**config.mk**
```make
export PLATFORM = sky130hd
export DESIGN_NAME = ldst_unit
export DESIGN_NICKNAME = d
export VERILOG_FILES = /design/src/rtl/ldst_pkg.sv /design/src/rtl/ldst_decode.sv /design/src/rtl/ldst_lanes.sv /design/src/rtl/ldst_extend.sv /design/src/rtl/ldst_unit.sv
export SDC_FILE = /design/constraint.sdc
export NUM_CORES = 1
export LEC_CHECK = 0
export BUFFER_PORTS_ARGS = -buffer_cell sky130_fd_sc_hd__buf_2
export CORE_AREA = 2 2 245 247
export CTS_BUF_LIST = sky130_fd_sc_hd__clkbuf_8
export DETAILED_ROUTE_END_ITERATION = 16
export DIE_AREA = 0 0 247 249
export GPL_TIMING_DRIVEN = 0
export SYNTH_ARGS = -nofsm -noshare
export SYNTH_HDL_FRONTEND = slang
export SYNTH_HIERARCHICAL = 1
export SYNTH_SLANG_ARGS = --single-unit
export TNS_END_PERCENT = 20
```
**constraint.sdc**
```tcl
create_clock -name clk -period 5.6 [get_ports clk]
set_input_delay 0 -clock clk [delete_from_list [all_inputs] [get_ports clk]]
set_output_delay 0 -clock clk [all_outputs]
set_load 0.02 [all_outputs]
```
**src/rtl/ldst_pkg.sv**
```systemverilog
package ldst_pkg;
    localparam int INSN_W    = 64;
    localparam int REG_IDX_W = 6;
    localparam int CLS_HI    = 63;
    localparam int CLS_LO    = 61;
    localparam int SUB_TOP   = 60;
    localparam int SUB_ST    = 59;
    localparam int SUB_IX    = 58;
    localparam int SZ_HI     = 57;
    localparam int SZ_LO     = 56;
    localparam int SGN_BIT   = 55;
    localparam int UPD_BIT   = 54;
    localparam int RSV_HI    = 53;
    localparam int RSV_LO    = 50;
    localparam int RB_HI     = 49;
    localparam int RB_LO     = 44;
    localparam int RA_HI     = 43;
    localparam int RA_LO     = 38;
    localparam int RD_HI     = 37;
    localparam int RD_LO     = 32;
    localparam int IMM_W     = 32;
    localparam int NSIZES    = 4;
    localparam logic [2:0] CLS_MEM = 3'b101;

    typedef enum logic [1:0] {
        SZ_FULL = 2'd0,
        SZ_HALFW = 2'd1,
        SZ_QUART = 2'd2,
        SZ_BYTE = 2'd3
    } acc_size_e;

    typedef struct packed {
        logic                 valid;
        logic                 store;
        logic                 indexed;
        acc_size_e            size;
        logic                 sgn;
        logic                 upd;
        logic [REG_IDX_W-1:0] ra;
        logic [REG_IDX_W-1:0] rd;
    } mem_op_t;
endpackage

```
**src/rtl/ldst_decode.sv**
```systemverilog
module ldst_decode
    import ldst_pkg::*;
#(
    parameter int DATA_W = 64,
    localparam int NBYTES = DATA_W / 8,
    localparam int OFF_W = $clog2(NBYTES)
) (
    input  logic [INSN_W-1:0]    insn,
    input  logic [DATA_W-1:0]    ra_val,
    input  logic [DATA_W-1:0]    rb_val,
    input  logic [DATA_W-1:0]    rd_val,
    output mem_op_t              op,
    output logic [REG_IDX_W-1:0] rb_idx,
    output logic [DATA_W-1:0]    ea,
    output logic [DATA_W-1:0]    st_data,
    output logic                 misaligned
);
    logic [DATA_W-1:0] offset;
    logic [DATA_W-1:0] simm;
    logic [OFF_W-1:0]  amask;

    always_comb begin
        op.valid   = (insn[CLS_HI:CLS_LO] == CLS_MEM) && !insn[SUB_TOP]
                     && (insn[RSV_HI:RSV_LO] == '0);
        op.store   = insn[SUB_ST];
        op.indexed = insn[SUB_IX];
        op.size    = acc_size_e'(insn[SZ_HI:SZ_LO]);
        op.sgn     = insn[SGN_BIT];
        op.upd     = insn[UPD_BIT];
        op.ra      = insn[RA_HI:RA_LO];
        op.rd      = insn[RD_HI:RD_LO];
        rb_idx     = insn[RB_HI:RB_LO];

        simm = {{(DATA_W-IMM_W){insn[IMM_W-1]}}, insn[IMM_W-1:0]};
        if (!op.indexed)
            offset = simm;
        else if (op.store)
            offset = rd_val;
        else
            offset = rb_val;
        ea      = ra_val + offset;
        st_data = rb_val;

        amask      = OFF_W'((NBYTES >> op.size) - 1);
        misaligned = |(ea[OFF_W-1:0] & amask);
    end
endmodule

```
**src/rtl/ldst_lanes.sv**
```systemverilog
module ldst_lanes
    import ldst_pkg::*;
#(
    parameter int DATA_W = 64,
    localparam int NBYTES = DATA_W / 8,
    localparam int OFF_W = $clog2(NBYTES)
) (
    input  logic [OFF_W-1:0]  offset,
    input  acc_size_e         size,
    input  logic [DATA_W-1:0] st_data,
    output logic [NBYTES-1:0] be,
    output logic [DATA_W-1:0] wdata,
    output logic [OFF_W-1:0]  shift
);
    int                nb;
    int                low_lane;
    logic [DATA_W-1:0] dmask;

    always_comb begin
        nb       = NBYTES >> size;
        low_lane = NBYTES - int'(offset) - nb;
        shift    = OFF_W'(low_lane);
        if (nb == NBYTES)
            dmask = '1;
        else
            dmask = (DATA_W'(1) << (8 * nb)) - DATA_W'(1);
        wdata = (st_data & dmask) << {shift, 3'b000};
    end

    for (genvar i = 0; i < NBYTES; i++) begin : g_lane
        assign be[i] = (i >= low_lane) && (i < low_lane + nb);
    end
endmodule

```
**src/rtl/ldst_extend.sv**
```systemverilog
module ldst_extend
    import ldst_pkg::*;
#(
    parameter int DATA_W = 64,
    localparam int NBYTES = DATA_W / 8,
    localparam int OFF_W = $clog2(NBYTES)
) (
    input  logic [DATA_W-1:0] rdata,
    input  logic [OFF_W-1:0]  shift,
    input  acc_size_e         size,
    input  logic              sgn,
    output logic [DATA_W-1:0] value
);
    logic [DATA_W-1:0] raw;
    logic [DATA_W-1:0] cand [NSIZES];

    assign raw = rdata >> {shift, 3'b000};

    for (genvar z = 0; z < NSIZES; z++) begin : g_size
        localparam int W = DATA_W >> z;
        if (z == 0) begin : g_full
            assign cand[z] = raw;
        end else begin : g_part
            assign cand[z] = {{(DATA_W-W){sgn & raw[W-1]}}, raw[W-1:0]};
        end
    end

    assign value = cand[size];
endmodule

```
**src/rtl/ldst_unit.sv**
```systemverilog
module ldst_unit
    import ldst_pkg::*;
#(
    parameter int DATA_W = 64,
    localparam int NBYTES = DATA_W / 8,
    localparam int OFF_W = $clog2(NBYTES)
) (
    input  logic                 clk,
    input  logic                 rst_n,
    input  logic                 issue_valid,
    input  logic [INSN_W-1:0]    issue_insn,
    output logic [REG_IDX_W-1:0] rf_ra_idx,
    output logic [REG_IDX_W-1:0] rf_rb_idx,
    output logic [REG_IDX_W-1:0] rf_rd_idx,
    input  logic [DATA_W-1:0]    ra_val,
    input  logic [DATA_W-1:0]    rb_val,
    input  logic [DATA_W-1:0]    rd_val,
    output logic                 busy,
    output logic                 align_fault,
    output logic                 mem_req,
    output logic [DATA_W-1:0]    mem_addr,
    output logic                 mem_we,
    output logic [NBYTES-1:0]    mem_be,
    output logic [DATA_W-1:0]    mem_wdata,
    input  logic [DATA_W-1:0]    mem_rdata,
    input  logic                 mem_ready,
    output logic                 ld_we,
    output logic [REG_IDX_W-1:0] ld_idx,
    output logic [DATA_W-1:0]    ld_data,
    output logic                 base_we,
    output logic [REG_IDX_W-1:0] base_idx,
    output logic [DATA_W-1:0]    base_data
);
    typedef struct packed {
        logic                 busy;
        logic                 fault;
        logic                 we;
        logic                 sgn;
        logic                 upd;
        acc_size_e            size;
        logic [REG_IDX_W-1:0] ra;
        logic [REG_IDX_W-1:0] rd;
        logic [OFF_W-1:0]     shift;
        logic [NBYTES-1:0]    be;
        logic [DATA_W-1:0]    addr;
        logic [DATA_W-1:0]    wdata;
    } unit_state_t;

    unit_state_t st_d, st_q;

    mem_op_t           op;
    logic [DATA_W-1:0] ea;
    logic [DATA_W-1:0] st_data;
    logic              misaligned;
    logic [NBYTES-1:0] lane_be;
    logic [DATA_W-1:0] lane_wdata;
    logic [OFF_W-1:0]  lane_shift;
    logic [DATA_W-1:0] ext_value;
    logic              accept;
    logic              done;

    ldst_decode #(.DATA_W(DATA_W)) i_decode (
        .insn       (issue_insn),
        .ra_val     (ra_val),
        .rb_val     (rb_val),
        .rd_val     (rd_val),
        .op         (op),
        .rb_idx     (rf_rb_idx),
        .ea         (ea),
        .st_data    (st_data),
        .misaligned (misaligned)
    );

    ldst_lanes #(.DATA_W(DATA_W)) i_lanes (
        .offset  (ea[OFF_W-1:0]),
        .size    (op.size),
        .st_data (st_data),
        .be      (lane_be),
        .wdata   (lane_wdata),
        .shift   (lane_shift)
    );

    ldst_extend #(.DATA_W(DATA_W)) i_extend (
        .rdata (mem_rdata),
        .shift (st_q.shift),
        .size  (st_q.size),
        .sgn   (st_q.sgn),
        .value (ext_value)
    );

    assign rf_ra_idx = op.ra;
    assign rf_rd_idx = op.rd;

    always_comb begin
        st_d       = st_q;
        st_d.fault = 1'b0;
        accept     = issue_valid && !st_q.busy && op.valid;
        done       = st_q.busy && mem_ready;
        if (accept) begin
            if (misaligned) begin
                st_d.fault = 1'b1;
            end else begin
                st_d.busy  = 1'b1;
                st_d.we    = op.store;
                st_d.sgn   = op.sgn;
                st_d.upd   = op.upd;
                st_d.size  = op.size;
                st_d.ra    = op.ra;
                st_d.rd    = op.rd;
                st_d.shift = lane_shift;
                st_d.be    = lane_be;
                st_d.addr  = ea;
                st_d.wdata = op.store ? lane_wdata : '0;
            end
        end else if (done) begin
            st_d.busy = 1'b0;
        end
    end

    always_ff @(posedge clk or negedge rst_n) begin
        if (!rst_n)
            st_q <= '0;
        else
            st_q <= st_d;
    end

    assign busy        = st_q.busy;
    assign align_fault = st_q.fault;
    assign mem_req     = st_q.busy;
    assign mem_addr    = st_q.addr;
    assign mem_we      = st_q.we;
    assign mem_be      = st_q.be;
    assign mem_wdata   = st_q.wdata;

    assign ld_we     = done && !st_q.we;
    assign ld_idx    = st_q.rd;
    assign ld_data   = ext_value;
    assign base_we   = done && st_q.upd && !(!st_q.we && (st_q.rd == st_q.ra));
    assign base_idx  = st_q.ra;
    assign base_data = st_q.addr;

    // request held steady until ready
    p_req_held_r4: assert property (@(posedge clk) disable iff (!rst_n)
        mem_req && !mem_ready |=> mem_req && $stable(mem_addr) && $stable(mem_be));

    // busy clears after completion
    p_busy_drop_r4: assert property (@(posedge clk) disable iff (!rst_n)
        mem_req && mem_ready |=> !busy);

    // strobes form a power-of-two group
    p_be_shape_r5: assert property (@(posedge clk) disable iff (!rst_n)
        mem_req |-> ($countones(mem_be) == 1) || ($countones(mem_be) == 2)
                 || ($countones(mem_be) == 4) || ($countones(mem_be) == NBYTES));

    // issued addresses are aligned to the strobe count
    p_addr_aligned_r9: assert property (@(posedge clk) disable iff (!rst_n)
        mem_req |-> ($countones(mem_be) != 0)
                 && ((int'(mem_addr[OFF_W-1:0]) % $countones(mem_be)) == 0));

    // fault cycle has no write-back and no request
    p_fault_quiet_r9: assert property (@(posedge clk) disable iff (!rst_n)
        align_fault |-> !ld_we && !base_we && !mem_req);

    // never two writes to the same register
    p_one_writer_r8: assert property (@(posedge clk) disable iff (!rst_n)
        ld_we && base_we |-> ld_idx != base_idx);
endmodule

```
==> impl_metrics.py <==
metrics = {
    "outcome": {
        "status": "finished with violations",
        "violations": "negative hold slack",
    },
    "finish": {
        "layout_common_cells": "657 x buf_2, 305 x buf_4, 224 x nand2_1, 206 x a21oi_1, 186 x nor2_1",
        "design_area_sq_mm": 0.0230,
        "final_layout_size_suffix_gt1_share_pct": 41.8,
        "area_growth_pct": 25.5,
        "num-nets-final": 3263,
        "final_common_cell": "buf_2",
    },
    "global_routing": {
        "grtUsageMet1_pct": 30.7,
        "met2_usage_pct": 46.0,
        "grt_max_degree": 82,
        "grt_pass1_vias": 18800,
        "grt_usage_pct": 26.3,
        "antenna_found_initial": 13,
        "grt_overflow": 0,
        "use_met3_pct": 5.24,
        "busiest_layer": "met2",
        "grt_pass1_wl_mm": 120,
    },
    "power_and_ir_drop": {
        "ir_drop_mv": 0.144,
        "powerDensity_mw_per_mm2": 217,
        "p_switching_mw": 2.39,
        "pwr-share-clk_pct": 18.0,
        "p_comb_share_pct": 58.0,
        "seqPwrFrac_pct": 24.0,
        "sw_frac_of_total_pct": 47.7,
        "p_leak_nw": 11.9,
        "power.internal_mw": 2.61,
    },
    "floorplanning": {
        "start_util_pct": 31.2,
        "die_h_um": 249,
        "die_w_um": 247,
        "ios": 624,
        "core-area_sq_mm": 0.0587,
        "row_count": 89,
        "die_area_sq_mm": 0.0615,
    },
    "routing": {
        "drc_errors": 0,
        "drt_iter0_drc": 1396,
        "wire_per_inst_um": 22.9,
        "vias_per_cell": 5.23,
        "num_vias": 19100,
        "ant_nets": 0,
        "wl_mm": 83.8,
        "dr.pass1.iters": 7,
    },
    "place": {
        "placed_area_sq_mm": 0.0223,
        "hpwl_mm": 69.5,
        "io_buffers": 601,
        "globalplace.congestion": 0.989,
        "preCtsSetupSlack_ns": -0.971,
    },
    "critical_path": {
        "reg2reg_to": "st_q[154]",
        "cp-end-kind": "flop",
        "start_kind": "primary input",
        "critical_path_class": "in -> reg",
        "rr_worst_depth": 4,
        "cp.required_ns": 6.11,
        "r2r_slack_ns": 3.59,
        "cp.arrival_ns": 5.64,
        "crit-reg2reg-launch": "busy",
        "crit_fanout": 20,
    },
    "timing": {
        "rsz0062_at_grt": "no",
        "holdWs_ns": -0.00191,
        "tightest_slew_ns": 1.10,
        "layout_min_cycle_time_ns": 5.13,
        "max_slew_margin_pct": 26.4,
        "finalSetupViolCount": 0,
        "fmax_mhz": 195,
        "setup_tns_ns": 0,
        "post-route-period-util_pct": 91.7,
        "layout_setup_ws_ns": 0.466,
        "finalMaxSlewViolations": 0,
        "final_hold_viol_count": 1,
        "finalClockSkew_ns": 0.0132,
    },
    "run": {
        "cap_violations": 0,
    },
    "synth": {
        "yosysWarnings": 6,
        "synthCells": 2217,
        "synth_area_per_cell_sq_um": 8.27,
        "synth_fp_nets": 2616,
        "synth_area_sq_mm": 0.0183,
    },
    "cts": {
        "clock-sinks": 158,
        "clk_latency_ns": 0.56,
        "cts_buffers": 17,
        "path_clk_slew_ns": 0.10,
        "cts_tree": "built",
        "cts_root_buf": "clkbuf_8",
        "clk_path_buf_depth": 2,
        "htreeDepth": 4,
    },
    "min_path": {
        "min_path_type": "in -> async",
    },
}
==> power by group through the flow <==
stage          Clock, mW  Combinational (mW)  Sequential, mW
2_1_floorplan          0                1.91            1.21
3_3_place_gp           0                2.82            1.22
3_5_place_dp           0                2.82            1.22
4_1_cts            0.942                2.85            1.20
5_1_grt            0.975                3.12            1.21
6_report           0.902                2.90            1.20
==> flip-flops by register name, indices dropped and copies added (netlist names) <==
| signal | cells |
|---|---|
| busy | 1 |
| align_fault | 1 |
| mem_wdata | 64 |
| mem_be | 8 |
| base_data | 64 |
| base_idx | 6 |
| ld_idx | 6 |
| st_q | 7 |
| mem_we | 1 |
==> layer usage <==
layer | wire length [um] | up-vias
li1 | - | 8931
met1 | 32700 | 9089
met2 | 41000 | 920
met3 | 6300 | 176
met4 | 3720 | 10
met5 | 59 | -
==> worst max path at each step <==
stage / startpoint / end / slack (ns) / depth (start not counted)
global placement: issue_insn[59] / mem_be[5] / -0.87 / 19
detailed placement: issue_insn[59] / mem_be[5] / -0.97 / 20
finish: issue_insn[58] / mem_be[5] / 0.47 / 20
CTS: issue_insn[58] / mem_be[5] / 0.03 / 20
global route: issue_insn[58] / mem_be[5] / 0.32 / 20
floorplan: issue_insn[59] / mem_be[0] / 1.09 / 20
==> area by class of cell <==
type	count	area (sq um)
plain buffers	452	2980
inverters	38	143
well taps	773	967
repair buffers	629	3320
diodes	7	17.5
multi-input cells	1568	11300
clock inverters	12	110
clock buffers	19	262
fillers	6266	35700
flip-flops and latches	158	3950
==> per-stage QoR <==
stage          power [mW]  instances  util (%)
2_1_floorplan        3.12       2217         -
4_1_cts              4.99       3650      39.2
3_5_place_dp         4.04       3592      38.1
5_1_grt              5.30       3652      39.2
3_3_place_gp         4.05       3591      38.0
6_report             5.00       3656      39.2
==> worst max-delay path, cell delays in order <==
cell and delay (ns):
clkbuf_1 0.43, clkbuf_2 0.54, nor2_1 0.10, a21oi_1 0.14
ha_1 0.29, fa_2 0.62, inv_1 0.15, ha_1 0.30
fa_1 0.46, buf_6 0.15, xnor2_1 0.14, inv_2 0.12
buf_2 0.41, ha_1 0.38, nand2b_1 0.10, a21oi_1 0.12
nor4_4 0.33, nor3_4 0.10, a221oi_1 0.47, mux2_2 0.24
==> repair_timing <==
item / 4_1_cts / 5_1_grt
setup endpoints to repair: 8 / 8
buffers inserted: 0 / 0
hold buffers: 27 / 0
hold endpoints to repair: 191 / 0
gates cloned: 0 / 0
resized for setup: 3 / 1
Note: power is estimated with default switching activity, not from simulation.
